`src/rtl/lcdseq_pkg.sv`:
```
package lcdseq_pkg;

  localparam int NSTEP = 21;   // commands in the list
  localparam int NPAR  = 62;   // parameter bytes over all commands
  localparam int GLEN  = 15;   // bytes per gamma table
  localparam int GPOS0 = 27;   // first positive gamma byte in the parameter stream
  localparam int GNEG0 = GPOS0 + GLEN;

  typedef struct packed {
    logic [7:0] code;
    logic [3:0] npar;
    logic [6:0] wait_ms;
  } step_t;

  typedef struct packed {
    logic       last;   // final byte of one command frame
    logic       dc;     // 0 command, 1 parameter
    logic [7:0] data;
  } word_t;

  typedef enum logic [2:0] {
    C_IDLE, C_RST, C_RSTW, C_CMD, C_PAR, C_FLUSH, C_WAIT
  } cstate_t;

  typedef enum logic [2:0] {
    S_IDLE, S_LOW, S_HIGH, S_TAIL, S_GAP
  } sstate_t;

  function automatic step_t step_at(int i);
    case (i)
      0:  return '{8'h01, 4'd0,  7'd5};
      1:  return '{8'h28, 4'd0,  7'd0};
      2:  return '{8'hCF, 4'd3,  7'd0};
      3:  return '{8'hED, 4'd4,  7'd0};
      4:  return '{8'hE8, 4'd3,  7'd0};
      5:  return '{8'hCB, 4'd5,  7'd0};
      6:  return '{8'hF7, 4'd1,  7'd0};
      7:  return '{8'hEA, 4'd2,  7'd0};
      8:  return '{8'hC0, 4'd1,  7'd0};
      9:  return '{8'hC1, 4'd1,  7'd0};
      10: return '{8'hC5, 4'd2,  7'd0};
      11: return '{8'hC7, 4'd1,  7'd0};
      12: return '{8'h3A, 4'd1,  7'd0};
      13: return '{8'hB1, 4'd2,  7'd0};
      14: return '{8'h26, 4'd1,  7'd0};
      15: return '{8'hE0, 4'd15, 7'd0};
      16: return '{8'hE1, 4'd15, 7'd0};
      17: return '{8'hB7, 4'd1,  7'd0};
      18: return '{8'hB6, 4'd4,  7'd0};
      19: return '{8'h11, 4'd0,  7'd100};
      20: return '{8'h29, 4'd0,  7'd20};
      default: return '0;
    endcase
  endfunction

  function automatic logic [7:0] gamma_byte(logic neg, int i);
    if (!neg) begin
      case (i)
        0: return 8'h1F;  1: return 8'h1A;  2: return 8'h18;  3: return 8'h0A;
        4: return 8'h0F;  5: return 8'h06;  6: return 8'h45;  7: return 8'h87;
        8: return 8'h32;  9: return 8'h0A; 10: return 8'h07; 11: return 8'h02;
        12: return 8'h07; 13: return 8'h05; default: return 8'h00;
      endcase
    end
    case (i)
      0: return 8'h00;  1: return 8'h25;  2: return 8'h27;  3: return 8'h05;
      4: return 8'h10;  5: return 8'h09;  6: return 8'h3A;  7: return 8'h78;
      8: return 8'h4D;  9: return 8'h05; 10: return 8'h18; 11: return 8'h0D;
      12: return 8'h38; 13: return 8'h3A; default: return 8'h1F;
    endcase
  endfunction

  function automatic logic [7:0] par_at(int i);
    if (i >= GPOS0 && i < GNEG0)        return gamma_byte(1'b0, i - GPOS0);
    if (i >= GNEG0 && i < GNEG0 + GLEN) return gamma_byte(1'b1, i - GNEG0);
    case (i)
      0: return 8'h00;  1: return 8'h83;  2: return 8'h30;
      3: return 8'h64;  4: return 8'h03;  5: return 8'h12;  6: return 8'h81;
      7: return 8'h85;  8: return 8'h01;  9: return 8'h79;
      10: return 8'h39; 11: return 8'h2C; 12: return 8'h00; 13: return 8'h34; 14: return 8'h02;
      15: return 8'h20;
      16: return 8'h00; 17: return 8'h00;
      18: return 8'h26;
      19: return 8'h11;
      20: return 8'h35; 21: return 8'h3E;
      22: return 8'hBE;
      23: return 8'h55;
      24: return 8'h00; 25: return 8'h1B;
      26: return 8'h01;
      57: return 8'h07;
      58: return 8'h0A; 59: return 8'h82; 60: return 8'h27; 61: return 8'h00;
      default: return 8'h00;
    endcase
  endfunction

  function automatic int unsigned ms_to_cycles(int unsigned ms, int unsigned cpm);
    return ms * cpm;
  endfunction

  function automatic int unsigned longest_table_wait();
    int unsigned m = 0;
    for (int i = 0; i < NSTEP; i++)
      if (int'(step_at(i).wait_ms) > int'(m)) m = int'(step_at(i).wait_ms);
    return m;
  endfunction

  function automatic int unsigned max3(int unsigned a, int unsigned b, int unsigned c);
    int unsigned m = a;
    if (b > m) m = b;
    if (c > m) m = c;
    return m;
  endfunction

endpackage

```
`src/rtl/lcdseq_ms_timer.sv`:
```
module lcdseq_ms_timer #(
  parameter int W = 8
) (
  input  logic         clk,
  input  logic         rst_n,
  input  logic         load,
  input  logic [W-1:0] load_val,
  output logic         zero
);

  logic [W-1:0] cnt_q;

  assign zero = (cnt_q == '0);

  always_ff @(posedge clk or negedge rst_n) begin
    if (!rst_n)      cnt_q <= '0;
    else if (load)   cnt_q <= load_val;
    else if (!zero)  cnt_q <= cnt_q - W'(1);
  end

  // a running wait loses exactly one cycle per clock
  p_count_down_r7: assert property (@(posedge clk) disable iff (!rst_n)
    (!load && !zero) |=> (cnt_q == $past(cnt_q) - W'(1)));

  // a loaded count is taken as given
  p_load_taken_r7: assert property (@(posedge clk) disable iff (!rst_n)
    load |=> (cnt_q == $past(load_val)));

endmodule

```
`src/rtl/lcdseq_ctrl.sv`:
```
module lcdseq_ctrl
  import lcdseq_pkg::*;
#(
  parameter int CLKS_PER_MS = 50000,
  parameter int RST_MS      = 1,
  parameter int RST_WAIT_MS = 5,
  parameter int TW          = 8
) (
  input  logic          clk,
  input  logic          rst_n,
  input  logic          start,
  input  logic          spi_idle,
  output logic          out_valid,
  input  logic          out_ready,
  output word_t         out_word,
  output logic          t_load,
  output logic [TW-1:0] t_val,
  input  logic          t_zero,
  output logic          lcd_rst_n,
  output logic          busy,
  output logic          done
);

  localparam int SW = $clog2(NSTEP);
  localparam int PW = $clog2(NPAR);

  cstate_t     state_q;
  logic [SW-1:0] step_q;
  logic [PW-1:0] par_q;
  logic [3:0]    rem_q;
  step_t       cur;

  // named events for the assertions and the next-state logic
  logic start_take, word_fire, drained, last_step, step_over;

  assign cur        = step_at(int'(step_q));
  assign start_take = start && (state_q == C_IDLE);
  assign word_fire  = out_valid && out_ready;
  assign drained    = (state_q == C_FLUSH) && spi_idle;
  assign last_step  = (step_q == SW'(NSTEP - 1));
  assign step_over  = (drained && cur.wait_ms == '0) || (state_q == C_WAIT && t_zero);
  assign busy       = (state_q != C_IDLE);

  always_comb begin
    out_valid     = (state_q == C_CMD) || (state_q == C_PAR);
    out_word.dc   = (state_q == C_PAR);
    out_word.data = (state_q == C_PAR) ? par_at(int'(par_q)) : cur.code;
    out_word.last = (state_q == C_PAR) ? (rem_q == 4'd1) : (cur.npar == '0);
  end

  always_comb begin
    t_load = start_take || (state_q == C_RST && t_zero) || (drained && cur.wait_ms != '0);
    if (start_take)
      t_val = TW'(ms_to_cycles(RST_MS, CLKS_PER_MS) - 1);
    else if (state_q == C_RST)
      t_val = TW'(ms_to_cycles(RST_WAIT_MS, CLKS_PER_MS) - 1);
    else
      t_val = TW'(ms_to_cycles(int'(cur.wait_ms), CLKS_PER_MS) - 1);
  end

  always_ff @(posedge clk or negedge rst_n) begin
    if (!rst_n) begin
      state_q   <= C_IDLE;
      step_q    <= '0;
      par_q     <= '0;
      rem_q     <= '0;
      lcd_rst_n <= 1'b1;
      done      <= 1'b0;
    end else begin
      case (state_q)
        C_IDLE: if (start) begin
          state_q   <= C_RST;
          lcd_rst_n <= 1'b0;
          done      <= 1'b0;
          step_q    <= '0;
          par_q     <= '0;
        end
        C_RST: if (t_zero) begin
          lcd_rst_n <= 1'b1;
          state_q   <= C_RSTW;
        end
        C_RSTW: if (t_zero) state_q <= C_CMD;
        C_CMD: if (word_fire) begin
          if (cur.npar == '0) state_q <= C_FLUSH;
          else begin
            rem_q   <= cur.npar;
            state_q <= C_PAR;
          end
        end
        C_PAR: if (word_fire) begin
          par_q <= par_q + PW'(1);
          rem_q <= rem_q - 4'd1;
          if (rem_q == 4'd1) state_q <= C_FLUSH;
        end
        C_FLUSH: if (drained && cur.wait_ms != '0) state_q <= C_WAIT;
        default: ;
      endcase
      if (step_over) begin
        if (last_step) begin
          state_q <= C_IDLE;
          done    <= 1'b1;
        end else begin
          step_q  <= step_q + SW'(1);
          state_q <= C_CMD;
        end
      end
    end
  end

  // an offered word is held until taken
  p_word_hold_r4: assert property (@(posedge clk) disable iff (!rst_n)
    (out_valid && !out_ready) |=> (out_valid && $stable(out_word)));

  // the panel reset is only driven during a run
  p_panel_rst_busy_r2: assert property (@(posedge clk) disable iff (!rst_n)
    !lcd_rst_n |-> busy);

  // completion and activity never overlap
  p_done_idle_r9: assert property (@(posedge clk) disable iff (!rst_n)
    done |-> !busy);

  // a start in mid-list does not pull the panel reset again
  p_start_ignored_r10: assert property (@(posedge clk) disable iff (!rst_n)
    (start && state_q inside {C_CMD, C_PAR, C_FLUSH, C_WAIT}) |=> (lcd_rst_n && state_q != C_RST));

endmodule

```
`src/rtl/lcdseq_spi9.sv`:
```
module lcdseq_spi9
  import lcdseq_pkg::*;
#(
  parameter int SCK_HALF = 4
) (
  input  logic  clk,
  input  logic  rst_n,
  input  logic  in_valid,
  output logic  in_ready,
  input  word_t in_word,
  output logic  spi_idle,
  output logic  cs_n,
  output logic  sck,
  output logic  mosi
);

  localparam int CW = (SCK_HALF > 1) ? $clog2(SCK_HALF) : 1;

  sstate_t      st_q;
  logic [CW-1:0] cnt_q;
  logic [3:0]   bit_q;
  logic [8:0]   sh_q;
  logic         last_q;
  logic         half_end, take;

  assign half_end = (cnt_q == CW'(SCK_HALF - 1));
  assign in_ready = (st_q == S_IDLE);
  assign take     = in_valid && in_ready;
  assign spi_idle = (st_q == S_IDLE) && cs_n;

  always_ff @(posedge clk or negedge rst_n) begin
    if (!rst_n) begin
      st_q   <= S_IDLE;
      cnt_q  <= '0;
      bit_q  <= '0;
      sh_q   <= '0;
      last_q <= 1'b0;
      cs_n   <= 1'b1;
      sck    <= 1'b0;
      mosi   <= 1'b0;
    end else begin
      case (st_q)
        S_IDLE: if (in_valid) begin
          sh_q   <= {in_word.dc, in_word.data};
          last_q <= in_word.last;
          cs_n   <= 1'b0;
          mosi   <= in_word.dc;
          bit_q  <= '0;
          cnt_q  <= '0;
          st_q   <= S_LOW;
        end
        S_LOW: begin
          if (half_end) begin
            cnt_q <= '0;
            sck   <= 1'b1;
            st_q  <= S_HIGH;
          end else cnt_q <= cnt_q + CW'(1);
        end
        S_HIGH: begin
          if (half_end) begin
            cnt_q <= '0;
            sck   <= 1'b0;
            if (bit_q == 4'd8) st_q <= last_q ? S_TAIL : S_IDLE;
            else begin
              bit_q <= bit_q + 4'd1;
              sh_q  <= {sh_q[7:0], 1'b0};
              mosi  <= sh_q[7];
              st_q  <= S_LOW;
            end
          end else cnt_q <= cnt_q + CW'(1);
        end
        S_TAIL: begin
          if (half_end) begin
            cnt_q <= '0;
            cs_n  <= 1'b1;
            st_q  <= S_GAP;
          end else cnt_q <= cnt_q + CW'(1);
        end
        default: begin
          if (half_end) begin
            cnt_q <= '0;
            st_q  <= S_IDLE;
          end else cnt_q <= cnt_q + CW'(1);
        end
      endcase
    end
  end

  // the clock rests low whenever the panel is deselected
  p_sck_rest_r5: assert property (@(posedge clk) disable iff (!rst_n)
    cs_n |-> !sck);

  // data is frozen across a high clock phase
  p_mosi_hold_r5: assert property (@(posedge clk) disable iff (!rst_n)
    (sck && $past(sck)) |-> $stable(mosi));

  // taking a word selects the panel
  p_cs_on_take_r6: assert property (@(posedge clk) disable iff (!rst_n)
    take |=> !cs_n);

  // the select only rises from a frame-closing state
  p_cs_rise_r6: assert property (@(posedge clk) disable iff (!rst_n)
    $rose(cs_n) |-> (st_q == S_GAP));

endmodule

```
`src/rtl/lcdseq_top.sv`:
```
module lcdseq_top
  import lcdseq_pkg::*;
#(
  parameter int CLKS_PER_MS = 50000,
  parameter int SCK_HALF    = 4,
  parameter int RST_MS      = 1,
  parameter int RST_WAIT_MS = 5
) (
  input  logic clk,
  input  logic rst_n,
  input  logic start,
  output logic busy,
  output logic done,
  output logic lcd_rst_n,
  output logic spi_cs_n,
  output logic spi_sck,
  output logic spi_mosi
);

  localparam int unsigned MAX_MS = max3(longest_table_wait(), RST_MS, RST_WAIT_MS);
  localparam int TW = $clog2(MAX_MS * CLKS_PER_MS + 1);

  logic          w_valid, w_ready, spi_idle;
  word_t         w_word;
  logic          t_load, t_zero;
  logic [TW-1:0] t_val;

  lcdseq_ctrl #(
    .CLKS_PER_MS(CLKS_PER_MS),
    .RST_MS     (RST_MS),
    .RST_WAIT_MS(RST_WAIT_MS),
    .TW         (TW)
  ) ctrl_i (
    .clk      (clk),
    .rst_n    (rst_n),
    .start    (start),
    .spi_idle (spi_idle),
    .out_valid(w_valid),
    .out_ready(w_ready),
    .out_word (w_word),
    .t_load   (t_load),
    .t_val    (t_val),
    .t_zero   (t_zero),
    .lcd_rst_n(lcd_rst_n),
    .busy     (busy),
    .done     (done)
  );

  lcdseq_ms_timer #(.W(TW)) timer_i (
    .clk     (clk),
    .rst_n   (rst_n),
    .load    (t_load),
    .load_val(t_val),
    .zero    (t_zero)
  );

  lcdseq_spi9 #(.SCK_HALF(SCK_HALF)) spi_i (
    .clk     (clk),
    .rst_n   (rst_n),
    .in_valid(w_valid),
    .in_ready(w_ready),
    .in_word (w_word),
    .spi_idle(spi_idle),
    .cs_n    (spi_cs_n),
    .sck     (spi_sck),
    .mosi    (spi_mosi)
  );

endmodule

```
`config.mk`:
```
export PLATFORM = sky130hd
export DESIGN_NAME = lcdseq_top
export DESIGN_NICKNAME = d
export VERILOG_FILES = /design/src/rtl/lcdseq_pkg.sv /design/src/rtl/lcdseq_ms_timer.sv /design/src/rtl/lcdseq_ctrl.sv /design/src/rtl/lcdseq_spi9.sv /design/src/rtl/lcdseq_top.sv
export SDC_FILE = /design/constraint.sdc
export NUM_CORES = 1
export LEC_CHECK = 0
export BUFFER_PORTS_ARGS = -buffer_cell sky130_fd_sc_hd__clkbuf_2
export CORE_UTILIZATION = 65
export DETAILED_ROUTE_END_ITERATION = 10
export PLACE_DENSITY = 0.82
export SLEW_MARGIN = 10
export SYNTH_ARGS = -nofsm -noshare
export SYNTH_HDL_FRONTEND = slang
export SYNTH_SLANG_ARGS = --single-unit
```
`constraint.sdc`:
```
create_clock -name clk -period 5.9 [get_ports clk]
set_input_delay 1.18 -clock clk [delete_from_list [all_inputs] [get_ports clk]]
set_output_delay 1.18 -clock clk [all_outputs]
set_load 0.05 [all_outputs]
```
==> results.txt, run 1 <==
The flow ran to the end, and the final reports show no timing, DRC or antenna violations. The post-synthesis sequential element count is 64. The average vias per placed instance is 6.49.

The number of nets in the synthesized netlist is 858. The remaining antenna violation count after routing came out at 0. The post-synthesis instance area is 0.00629 sq mm. The floorplan die width came out at 100 microns. The die area came out at 0.0101 sq mm. The power share of the sequential group is 31.9%. The post-synthesis async set-or-reset flop share is 100%. Clock skew on the completed layout was measured at 0.0107 ns. The final critical delay including setup and external delays came out at 5.18 ns.

The required arrival time at the worst endpoint came out at 6.10 ns. The hold-fix buffer count after cts came out at 0. The launching point of the worst reg2reg path is ctrl_i.step_q[0]$_DFF_PN0_.

The number of distinct library cells after synthesis came out at 83. In the synthesized netlist the dominant register cell turns out to be dfrtp_1. The top fanout value on the critical path came out at 10. The kind of cell with the highest combined delay along the critical path is compound AO/OA/AOI/OAI gates. The most common cell type on the critical path is ha_1. Setup repair after global routing left no endpoint under its margin. The category of the worst setup path capture point is a register. The number of max-slew violations in the final report came out at 0. The total congestion overflow after global routing came out at 0. The final critical path takes up 87.7% of the cycle. The initial utilization of the core area, before any placement, comes to 67.7%. The final routed wire length divided by cell count came out at 17.5 microns.

The tree built by TritonCTS fans out to 64 sinks. The total iterations of the first detailed-routing run came out at 5. The peak supply drop came out at 0.252 mV. The placeable core area came out at 0.00928 sq mm.

The arrival time at the worst endpoint came out at 5.38 ns. Of the synthesized area, sequential elements account for 25.5%. The via count of the first global-routing pass is 5375. The fraction of final layout cells sized beyond drive strength 1 is 8.04%. The wire length of the first global-routing pass came out at 26100 microns. Across the run, the number of max-cap violations was 0. The type of the worst min-delay path is reg -> reg. The post-cts sizing count is 0. The final weighted congestion of routability-driven global placement is 0.911. The number of clock buffers added by TritonCTS is 9. The number of vias after detailed routing is 5923. The largest total area in the synthesized netlist belongs to dfrtp_1. The achievable frequency is 193 MHz.

In the routed design, unresolved DRC markers number 0. The startpoint identified for the worst hold timing path is spi_i.mosi$_DFFE_PN0P_. The internal cell power came out at 1.29 mW.

The most frequent standard cell in the layout excluding fill and tap cells is nand2_1. The floorplan has 35 rows. The master cell of the clock root buffer is clkbuf_8. During synthesis, Yosys emitted a total of 0 warnings.

For the pin with the worst max-slew slack, the measured transition is 0.956 ns. TritonCTS built the clock tree. The total design power is 2.53 mW.

The total power per unit cell area came out at 386 mW/mm^2. The total setup buffers inserted after CTS came out at 0. The H-tree was split into 3 levels.

Yosys attributes the largest share of cell area to dfrtp_1 (25%), ha_1 (12%), nand2_1 (5.9%), o21ai_0 (4.7%), a21oi_1 (4.1%). The worst setup path is of the reg -> reg kind. For this design the top-level I/O count stands at 9. The maximum number of pins on one net before global-route repair came out at 65. The count of endpoints failing setup in the final report is 0.

For this block, the initial DRC count from the detailed router was 435. The clock network is responsible for 14.7% of the overall power. The slowest stage of the critical path belongs to the cell dfrtp_1. The count of flip-flops with a built-in enable after synthesis is 0.

The signal on the critical path passes through inv_1 > ha_1 > nand3_1 > nor2_1 > buf_4 > inv_1 > ha_1 > ha_1 > or2_2 > fa_1 > ha_1 > ha_1 > a21oi_1 > a211o_1 > o2111ai_1 > o41ai_2 > a21oi_1 > o21ai_1 > o21ai_1. For this design the total switching power over the nets is 1.24 mW. No sink is reached through more buffers than the 2 on the longest clock path. The fraction of synthesized cell area taken by the top area cell type is 24.7%. The top cell types in the final layout, fill and taps aside, are nand2_1 (99), nor2_1 (67), dfrtp_1 (62). The total of fill cells in the finished design is 767. The worst setup path is launched from a register. The largest stage delay on the critical path is 0.49 ns. Clock-pin slew was measured on the worst setup and hold paths at 0.08 ns. The number of failing hold endpoints at the final stage came out at 0.

The relative area change from synthesis to final layout is 4.36%. The insertion delay to the later sink of the worst-skew pair came out at 0.35 ns. The final layout contains routed wiring with a total length of 16000 microns. The logic gate share of total power is 53.4%.

The die boundary height came out at 100 microns. The total number of nets in the final design is 843. The mean instance size in the synthesized netlist is 7.92 sq um.

The total leakage power is 2.81 nW. The initial antenna violation count came out at 0. Measured against its own limit, the worst slew margin works out to 36.1%. Of the total power, the share spent switching nets is 49.0%.

Tracing the worst setup path back leads to its startpoint at ctrl_i.step_q[0]$_DFF_PN0_. Global routing used 32.5% of the available tracks. The final sum of negative setup slack is 0 ns. The final hold slack is 0.480 ns. The number of buffers inserted by port buffering came out at 8. The instance count of the mapped netlist came out at 794.

The number of antenna cells inserted came out at 0. The detailed-placement wirelength estimate came out at 11500 microns. The buffering stage count on the worst path with inverters included came out at 3.
==> logic make-up (layout without fill, tap and decap cells) <==
kind of cell / Yosys count / count (layout) / synth area share [%]
AND/OR/NAND/NOR: 301 / 301 / 24.1
AO/OA/AOI/OAI: 235 / 235 / 25.0
buffers and inverters: 81 / 71 / 5.29
flip-flops: 64 / 64 / 25.5
adder cells (fa/ha/maj): 61 / 61 / 12.5
XOR/XNOR: 39 / 39 / 5.43
multiplexers: 13 / 13 / 2.11
==> metal layers <==
metal,vias up,GRT usage (%),wire (microns)
li1,2834,-,-
met1,2858,44.3,6970
met2,201,53.7,7900
met3,30,4.18,810
met4,0,10.4,274
met5,-,0,0
==> flip-flops by register name, summed over array words and instances, names as in the netlist <==
register          count
ctrl_i.done           1
ctrl_i.lcd_rst_n      1
ctrl_i.par_q          6
ctrl_i.rem_q          4
ctrl_i.state_q        3
ctrl_i.step_q         5
spi_i.bit_q           4
spi_i.cnt_q           2
spi_i.cs_n            1
spi_i.last_q          1
spi_i.mosi            1
spi_i.sck             1
spi_i.sh_q            8
spi_i.st_q            3
timer_i.cnt_q        23
==> final timing paths <==
| path | to | slack, ns | cells after the start |
|---|---|---|---|
| hold reg to reg | spi_i.mosi$_DFFE_PN0P_ | 0.48 | 2 |
| hold / removal | spi_i.mosi$_DFFE_PN0P_ | 0.48 | 2 |
| min in group asynchronous | spi_i.sck$_DFFE_PN0P_ | 1.00 | 2 |
| setup reg to reg | timer_i.cnt_q[22]$_DFFE_PN0P_ | 0.72 | 19 |
| setup / recovery | timer_i.cnt_q[22]$_DFFE_PN0P_ | 0.72 | 19 |
| max in group asynchronous | ctrl_i.par_q[4]$_DFFE_PN0P_ | 4.34 | 2 |
==> stage by stage <==
stage | utilization (%) | std cells | worst slack (ns) | area [sq um]
detailed placement | 68.6 | 897 | 0.840 | 6370
finish | 70.7 | 913 | 0.724 | 6560
global route | 70.7 | 913 | 0.412 | 6560
CTS | 70.6 | 913 | 0.780 | 6560
global placement | 68.6 | 897 | 1.05 | 6370
floorplan | - | 794 | 1.09 | 6290
==> power by group through the flow <==
stage                     logic (mW)  clock network [mW]  registers [mW]
after CTS                       1.34               0.374           0.798
final                           1.35               0.372           0.807
after detailed placement        1.33                   0           0.804
after floorplan                 1.09                   0           0.730
after global placement          1.29                   0           0.793
after global routing            1.50               0.398           0.829
==> worst reg2reg max path, cell delays in order, from the launching register on <==
cell	delay, ns
dfrtp_1	0.49
inv_1	0.22
ha_1	0.31
nand3_1	0.15
nor2_1	0.14
buf_4	0.20
inv_1	0.13
ha_1	0.21
ha_1	0.19
or2_2	0.33
fa_1	0.46
ha_1	0.22
ha_1	0.25
a21oi_1	0.39
a211o_1	0.21
o2111ai_1	0.31
o41ai_2	0.48
a21oi_1	0.12
o21ai_1	0.16
o21ai_1	0.08
==> area by class of cell <==
type / instances / area [sq um] / area share (%)
inverters: 40 / 153 / 2.33
flip-flops and latches: 64 / 1600 / 24.5
clock inverters: 6 / 60.1 / 0.916
multi-input cells: 649 / 4360 / 66.5
well taps: 129 / 161 / 2.46
clock buffers: 10 / 128 / 1.95
repair buffers: 15 / 92.6 / 1.41
==> Yosys cell counts, types with 3 or more instances <==
cell      number
or3_1          9
clkbuf_1      29
mux2i_1       11
a22oi_1        5
a22o_1         4
ha_1          58
nand2_1       99
o22ai_1        9
a211oi_2       4
nor4_2         3
and3_1        10
fa_1           3
nor3b_1        4
nor2b_1        7
buf_4          3
o21bai_1       4
buf_2          6
o21ai_0       59
and2_1         5
dfrtp_1       62
nor3_1        21
nand2b_1      17
a31oi_1       13
o31ai_1       10
nor2_1        67
o21ai_1        4
o221ai_1       8
xor2_1        17
o32ai_1        3
a211oi_1      12
a211o_1        3
inv_1         37
nand3_1       26
nor4_1         3
xnor2_1       22
o211ai_1       8
nand4_1        6
a21oi_1       52
a21o_1        10
Power figures use the tool's default switching activity.
==> run 2: changes to the inputs <==
- CORE_UTILIZATION: 65 -> 56
- PLACE_DENSITY: 0.82 -> 0.72
==> run 2 against run 1 <==
Effect of this change: sequential power decreased by 0.5%; clock skew rose by 0.0028 ns; critical path depth did not move; via count shrank 1.9%; cell area about the same; die area rose by 16%; wire length down 0.31%; largest cell class unchanged; highest routed layer unchanged.
==> results.txt, run 2 (synthesized netlist as in run 1, its figures left out) <==
The final cycle utilization of the critical path is 86.4% (was 87.7%). The post-cts sizing count came out at 0 (unchanged). The amount of wire on met3 after detailed routing is 781 microns (was 810 microns).

The wire length on met2 is 7670 microns (was 7900 microns). The count of unresolved DRC violations after routing came to 0 (unchanged). The number of failing hold endpoints at the final stage came out at 0 (unchanged). The number of vias after detailed routing came out at 5809 (was 5923). The wire length of the first global-routing pass is 26700 microns (was 26100 microns). Commonest non-fill, non-tap cells in the layout: nand2_1 (99), nor2_1 (67), dfrtp_1 (62) (unchanged). The category of the worst setup path capture point was a register (unchanged).

The relative area change from synthesis to final layout came out at 4.40% (was 4.36%). The wire length reported by the detailed router is 15900 microns (was 16000 microns). The slack of the critical path is 0.803 ns (was 0.724 ns). The pin slew with the least headroom to its limit came out at 0.934 ns (was 0.956 ns).

The total setup buffers inserted after CTS is 0 (unchanged). The total congestion overflow after global routing came to 0 (unchanged). The arrival time at the worst endpoint came out at 5.29 ns (was 5.38 ns).

The type of the worst min-delay path is reg -> reg (unchanged). The total CTS buffers is 9 (unchanged). The I/O pin total came to 9 (unchanged). Unrepaired setup endpoints after global routing: false (unchanged). The fraction of final layout cells sized beyond drive strength 1 was 7.78% (was 8.04%). The slowest cell on the critical path is a2111oi_1 (was dfrtp_1). The master cell of the clock root buffer is clkbuf_8 (unchanged). The number of antenna cells inserted was 0 (unchanged). The final worst clock skew came out at 0.0134 ns (was 0.0107 ns).

The total design power was 2.52 mW (was 2.53 mW). The number of max-slew violations in the final report came out at 0 (unchanged). The detailed-placement wirelength estimate came out at 11600 microns (was 11500 microns).

The flip-flop count of the largest register, all copies and words added is 23 (unchanged). Worst-path cell chain: inv_1 > ha_1 > nand3_1 > nor2_1 > buf_4 > inv_1 > ha_1 > ha_1 > or2_2 > fa_1 > ha_1 > ha_1 > a21o_1 > a2111oi_1 > o22ai_1 > o41ai_2 > a21oi_1 > o21ai_1 > o21ai_1 (was inv_1 > ha_1 > nand3_1 > nor2_1 > buf_4 > inv_1 > ha_1 > ha_1 > or2_2 > fa_1 > ha_1 > ha_1 > a21oi_1 > a211o_1 > o2111ai_1 > o41ai_2 > a21oi_1 > o21ai_1 > o21ai_1). Run status: complete, no violations (unchanged).

The remaining antenna violation count after routing is 0 (unchanged). The total number of nets in the final design came to 843 (unchanged). The floorplan die width came out at 108 microns (was 100 microns). The die boundary height was 108 microns (was 100 microns). The worst-case headroom to the max-slew limit came out at 37.3% (was 36.1%). The number of maximum-capacitance constraint violations came out at 0 (unchanged). The count of clock tree sinks came out at 64 (unchanged).

The via count of the first global-routing pass came out at 5441 (was 5375). The final weighted congestion of routability-driven global placement is 0.942 (was 0.911). The overall routing resource usage was 29.0% (was 32.5%). The worst min-delay path startpoint is ctrl_i.lcd_rst_n$_DFFE_PN1P_ (was spi_i.mosi$_DFFE_PN0P_). The effective utilization at floorplan came out at 57.7% (was 67.7%). The register ranked first by flip-flop count is timer_i.cnt_q (unchanged).

The final routed wire length divided by cell count came out at 17.2 microns (was 17.5 microns). The total power per unit cell area came out at 383 mW/mm^2 (was 386 mW/mm^2). The hold-fix buffer count after cts is 0 (unchanged).

The number of cell rows came to 38 (was 35). The CTS tree was yes (unchanged). The uppermost signal routing layer after detailed routing was met4 (unchanged). The number of buffers inserted by port buffering was 8 (unchanged). The clock-pin slew reported for the worst setup and hold paths after clock tree synthesis came out at 0.07 ns (was 0.08 ns). The initial DRC count came to 483 (was 435). The class of the most critical setup path is reg -> reg (unchanged). The total iterations of the first detailed-routing run is 5 (unchanged).

The most common cell type on the critical path is ha_1 (unchanged). The peak supply drop is 0.259 mV (was 0.252 mV). The total leakage power was 2.81 nW (about the same).

The achievable frequency came out at 196 MHz (was 193 MHz). The final sum of negative setup slack is 0 ns (unchanged). The initial antenna violation count came out at 0 (unchanged). The count of endpoints failing setup in the final report came out at 0 (unchanged).

The largest stage delay on the critical path is 0.53 ns (was 0.49 ns). The insertion delay to the later sink of the worst-skew pair came out at 0.35 ns (about the same). Registers with the most flip-flops: timer_i.cnt_q x23, spi_i.sh_q x8, ctrl_i.par_q x6 (unchanged). The kind of start point of the critical path is a register (unchanged). The required arrival time at the worst endpoint is 6.09 ns (was 6.10 ns). The start point of the critical path is ctrl_i.step_q[0]$_DFF_PN0_ (unchanged). The post-placement worst setup slack is 0.861 ns (was 0.840 ns). The maximum number of pins on one net before global-route repair came to 65 (unchanged). The post-route core utilization came out at 60.3% (was 70.7%). The maximum clock path buffer count came out at 2 (unchanged).

The placeable core area is 0.0109 sq mm (was 0.00928 sq mm). The sum of routed wire segments on met1 is 7140 microns (was 6970 microns). The most frequent standard cell in the layout excluding fill and tap cells is nand2_1 (unchanged). The die area came out at 0.0117 sq mm (was 0.0101 sq mm). The final critical delay including setup and external delays is 5.10 ns (was 5.18 ns). The launching point of the worst reg2reg path is ctrl_i.step_q[0]$_DFF_PN0_ (unchanged). The maximum level of the CTS H-tree is 3 (unchanged). The top fanout value on the critical path is 10 (unchanged). The average vias per placed instance came out at 6.29 (was 6.49).
-- run 2: changes by cell type in the layout (fill, tap and decap cells not counted) --
cell | before | now
clkbuf_1 | 1 | 2
nor3b_2 | 1 | 0
nor3b_1 | 3 | 4
clkinv_2 | 3 | 4
clkinvlp_4 | 2 | 0
-- run 2: metal layers --
layer / vias up / global-route usage, %
li1: 2837 / -
met1: 2761 / 37.9
met2: 181 / 48.7
met3: 30 / 4.82
met4: 0 / 9.10
met5: - / 0
-- run 2: area by class of cell --
| type | count | area [sq um] |
|---|---|---|
| Multi-Input combinational cell | 649 | 4360 |
| Timing Repair Buffer | 15 | 92.6 |
| Clock buffer | 11 | 131 |
| Tap cell | 140 | 175 |
| Fill cell | 966 | 4330 |
| Clock inverter | 5 | 50.0 |
| Inverter | 40 | 153 |
| Sequential cell | 64 | 1600 |
-- run 2: worst max-delay path: cells and delay by family (launching register included) --
kind	cells	cell delay (ns)
DFF	1	0.49
adders and majority gates	6	1.63
buffers and inverters	3	0.54
AOI/OAI and AO/OA	7	1.69
and+or+nand+nor	3	0.60
-- run 2: final timing paths --
check	to	slack (ns)	cells past startpoint
max reg2reg	timer_i.cnt_q[22]$_DFFE_PN0P_	0.80	19
max in group asynchronous	timer_i.cnt_q[21]$_DFFE_PN0P_	4.34	2
max	timer_i.cnt_q[22]$_DFFE_PN0P_	0.80	19
min	ctrl_i.lcd_rst_n$_DFFE_PN1P_	0.47	2
min reg2reg	ctrl_i.lcd_rst_n$_DFFE_PN1P_	0.47	2
min in group asynchronous	spi_i.st_q[0]$_DFFE_PN0P_	1.02	2
-- run 2: metrics by stage --
| step | instance area (sq um) | hold WS (ns) | std cells |
|---|---|---|---|
| after floorplan | 6290 | 0.456 | 794 |
| after global placement | 6380 | 0.453 | 908 |
| after detailed placement | 6380 | 0.456 | 908 |
| after CTS | 6560 | 0.467 | 924 |
| after global routing | 6560 | 0.510 | 924 |
| final | 6560 | 0.468 | 924 |
-- run 2: report_power, final --
part	internal, mW	switching, mW	leakage [nW]	total, mW
combinational	0.513	0.837	1.90	1.35
clock	0.193	0.170	0.0968	0.363
sequential	0.585	0.218	0.812	0.803
==> run 3: changes to the inputs <==
- CAP_MARGIN: unset -> 0
- CTS_BUF_LIST: unset -> sky130_fd_sc_hd__clkbuf_16
==> run 3 against run 2 <==
Effect of this change: global-route usage grew 0.10 points; hold slack lost 0.0013 ns; non-clock buffer count is the same; wire length grew 0.47%; die area is the same; sequential cell count is the same.
==> results.txt, run 3 (synthesized netlist as in run 1, its figures left out) <==
Registers with the most flip-flops: timer_i.cnt_q x23, spi_i.sh_q x8, ctrl_i.par_q x6 (unchanged). The I/O pin total is 9 (unchanged). The count of endpoints failing setup in the final report is 0 (unchanged).

The final cycle utilization of the critical path is 86.4% (about the same). The insertion delay to the later sink of the worst-skew pair is 0.33 ns (was 0.35 ns). The number of antenna cells inserted is 0 (unchanged). The master cell of the clock root buffer was clkbuf_16 (was clkbuf_8). The die area came out at 0.0117 sq mm (unchanged).

The die boundary height is 108 microns (unchanged). The total of fill cells in the finished design came out at 953 (was 966). The final critical delay including setup and external delays came out at 5.10 ns (about the same). The worst-case headroom to the max-slew limit is 36.9% (was 37.3%). The most frequent standard cell in the layout excluding fill and tap cells is nand2_1 (unchanged). The relative area change from synthesis to final layout came out at 6.01% (was 4.40%). The logic gate share of total power came to 50.7% (was 53.7%). Commonest non-fill, non-tap cells in the layout: nand2_1 (99), nor2_1 (67), dfrtp_1 (62) (unchanged). The effective utilization at floorplan is 57.7% (unchanged).

The post-placement worst setup slack is 0.861 ns (unchanged). The floorplan die width came out at 108 microns (unchanged). The initial antenna violation count came out at 0 (unchanged).

The net switching power figure came out at 1.25 mW (was 1.23 mW). The internal cell power came out at 1.42 mW (was 1.29 mW). The average vias per placed instance came out at 6.34 (was 6.29). The count of unresolved DRC violations after routing came out at 0 (unchanged). The final worst clock skew is 0.00821 ns (was 0.0134 ns). The pin slew with the least headroom to its limit is 0.943 ns (was 0.934 ns). The wire length of the first global-routing pass is 26800 microns (was 26700 microns). The post-cts sizing count is 0 (unchanged).

The peak supply drop came to 0.248 mV (was 0.259 mV). The top fanout value on the critical path is 10 (unchanged). The maximum clock path buffer count was 2 (unchanged). The overall routing resource usage came out at 29.1% (was 29.0%). The number of cell rows came to 38 (unchanged). Unrepaired setup endpoints after global routing: false (unchanged). The hold-fix buffer count after cts came to 0 (unchanged). The CTS tree is yes (unchanged). The category of the worst setup path capture point is a register (unchanged). The type of the worst min-delay path was reg -> reg (unchanged). The class of the most critical setup path is reg -> reg (unchanged).

The register ranked first by flip-flop count is timer_i.cnt_q (unchanged). The total congestion overflow after global routing came to 0 (unchanged). The number of vias after detailed routing came out at 5862 (was 5809).

The initial DRC count was 469 (was 483). The number of maximum-capacitance constraint violations is 0 (unchanged). The final routed wire length divided by cell count came to 17.3 microns (was 17.2 microns). The power share of the clock group is 19.0% (was 14.4%). The slack of the critical path came out at 0.800 ns (was 0.803 ns). The remaining antenna violation count after routing is 0 (unchanged). The final sum of negative setup slack is 0 ns (unchanged).

The required arrival time at the worst endpoint came out at 6.08 ns (was 6.09 ns). The clock-pin slew reported for the worst setup and hold paths after clock tree synthesis is 0.06 ns (was 0.07 ns). The total power per unit cell area came to 400 mW/mm^2 (was 383 mW/mm^2). The achievable frequency is 196 MHz (about the same). The power share of the sequential group was 30.2% (was 31.9%). The switching power as a share of total power is 46.8% (was 48.7%). The maximum number of pins on one net before global-route repair came out at 65 (unchanged). The arrival time at the worst endpoint came out at 5.28 ns (was 5.29 ns). The post-route core utilization was 61.2% (was 60.3%). The number of failing hold endpoints at the final stage is 0 (unchanged). The total iterations of the first detailed-routing run is 5 (unchanged). The via count of the first global-routing pass came out at 5458 (was 5441).

The fraction of final layout cells sized beyond drive strength 1 came out at 7.78% (unchanged). The kind of start point of the critical path was a register (unchanged). The number of buffers inserted by port buffering is 8 (unchanged). The total design power came out at 2.67 mW (was 2.52 mW).

Run status: complete, no violations (unchanged). The maximum level of the CTS H-tree is 3 (unchanged). The final weighted congestion of routability-driven global placement was 0.942 (unchanged). The total setup buffers inserted after CTS is 0 (unchanged). The total CTS buffers came out at 9 (unchanged). The flip-flop count of the largest register, all copies and words added came out at 23 (unchanged). The total number of nets in the final design came out at 843 (unchanged).

The wire length reported by the detailed router came to 16000 microns (was 15900 microns). The placeable core area came to 0.0109 sq mm (unchanged). The detailed-placement wirelength estimate was 11600 microns (unchanged). The number of max-slew violations in the final report came out at 0 (unchanged).

The total leakage power came out at 2.87 nW (was 2.81 nW). The count of clock tree sinks came out at 64 (unchanged).
## run 3: final timing paths
check	cells after the start	from	to	slack, ns
max	19	ctrl_i.step_q[0]$_DFF_PN0_	timer_i.cnt_q[22]$_DFFE_PN0P_	0.80
min	2	ctrl_i.lcd_rst_n$_DFFE_PN1P_	ctrl_i.lcd_rst_n$_DFFE_PN1P_	0.47
max reg2reg	19	ctrl_i.step_q[0]$_DFF_PN0_	timer_i.cnt_q[22]$_DFFE_PN0P_	0.80
min reg2reg	2	ctrl_i.lcd_rst_n$_DFFE_PN1P_	ctrl_i.lcd_rst_n$_DFFE_PN1P_	0.47
max in group asynchronous	2	rst_n	timer_i.cnt_q[21]$_DFFE_PN0P_	4.32
min in group asynchronous	2	rst_n	spi_i.st_q[0]$_DFFE_PN0P_	1.04
## run 3: routing by layer
metal  GRT usage, %  vias to the layer above  wire, microns
met5              0                        -              0
met4           10.6                        0            346
met3           4.46                       31            848
met2           48.7                      212           7660
met1           37.8                     2783           7120
li1               -                     2836              -
## run 3: power groups by stage
| stage | logic [mW] | registers (mW) | clock network (mW) |
|---|---|---|---|
| 3_3_place_gp | 1.30 | 0.796 | 0 |
| 5_1_grt | 1.51 | 0.835 | 0.533 |
| 6_report | 1.35 | 0.806 | 0.508 |
| 3_5_place_dp | 1.34 | 0.806 | 0 |
| 2_1_floorplan | 1.09 | 0.730 | 0 |
| 4_1_cts | 1.34 | 0.802 | 0.519 |
## run 3: critical path, cell delays in order (launching register included)
cell	delay, ns
dfrtp_1	0.48
inv_1	0.22
ha_1	0.30
nand3_1	0.14
nor2_1	0.14
buf_4	0.19
inv_1	0.13
ha_1	0.22
ha_1	0.19
or2_2	0.32
fa_1	0.45
ha_1	0.22
ha_1	0.25
a21o_1	0.19
a2111oi_1	0.53
o22ai_1	0.25
o41ai_2	0.39
a21oi_1	0.12
o21ai_1	0.13
o21ai_1	0.08
## run 3: layout make-up
cell class | count | area [sq um] | share of cell area (%)
multi-input cells | 649 | 4360 | 65.4
flip-flops and latches | 64 | 1600 | 24.1
clock buffers | 9 | 225 | 3.38
well taps | 140 | 175 | 2.63
inverters | 40 | 153 | 2.29
repair buffers | 15 | 92.6 | 1.39
clock inverters | 7 | 57.6 | 0.864
## run 3: through the flow
stage          std cells  hold slack, ns  instance area, sq um
3_5_place_dp         908           0.456                  6380
3_3_place_gp         908           0.453                  6380
2_1_floorplan        794           0.456                  6290
5_1_grt              924           0.507                  6660
6_report             924           0.466                  6660
4_1_cts              924           0.465                  6660
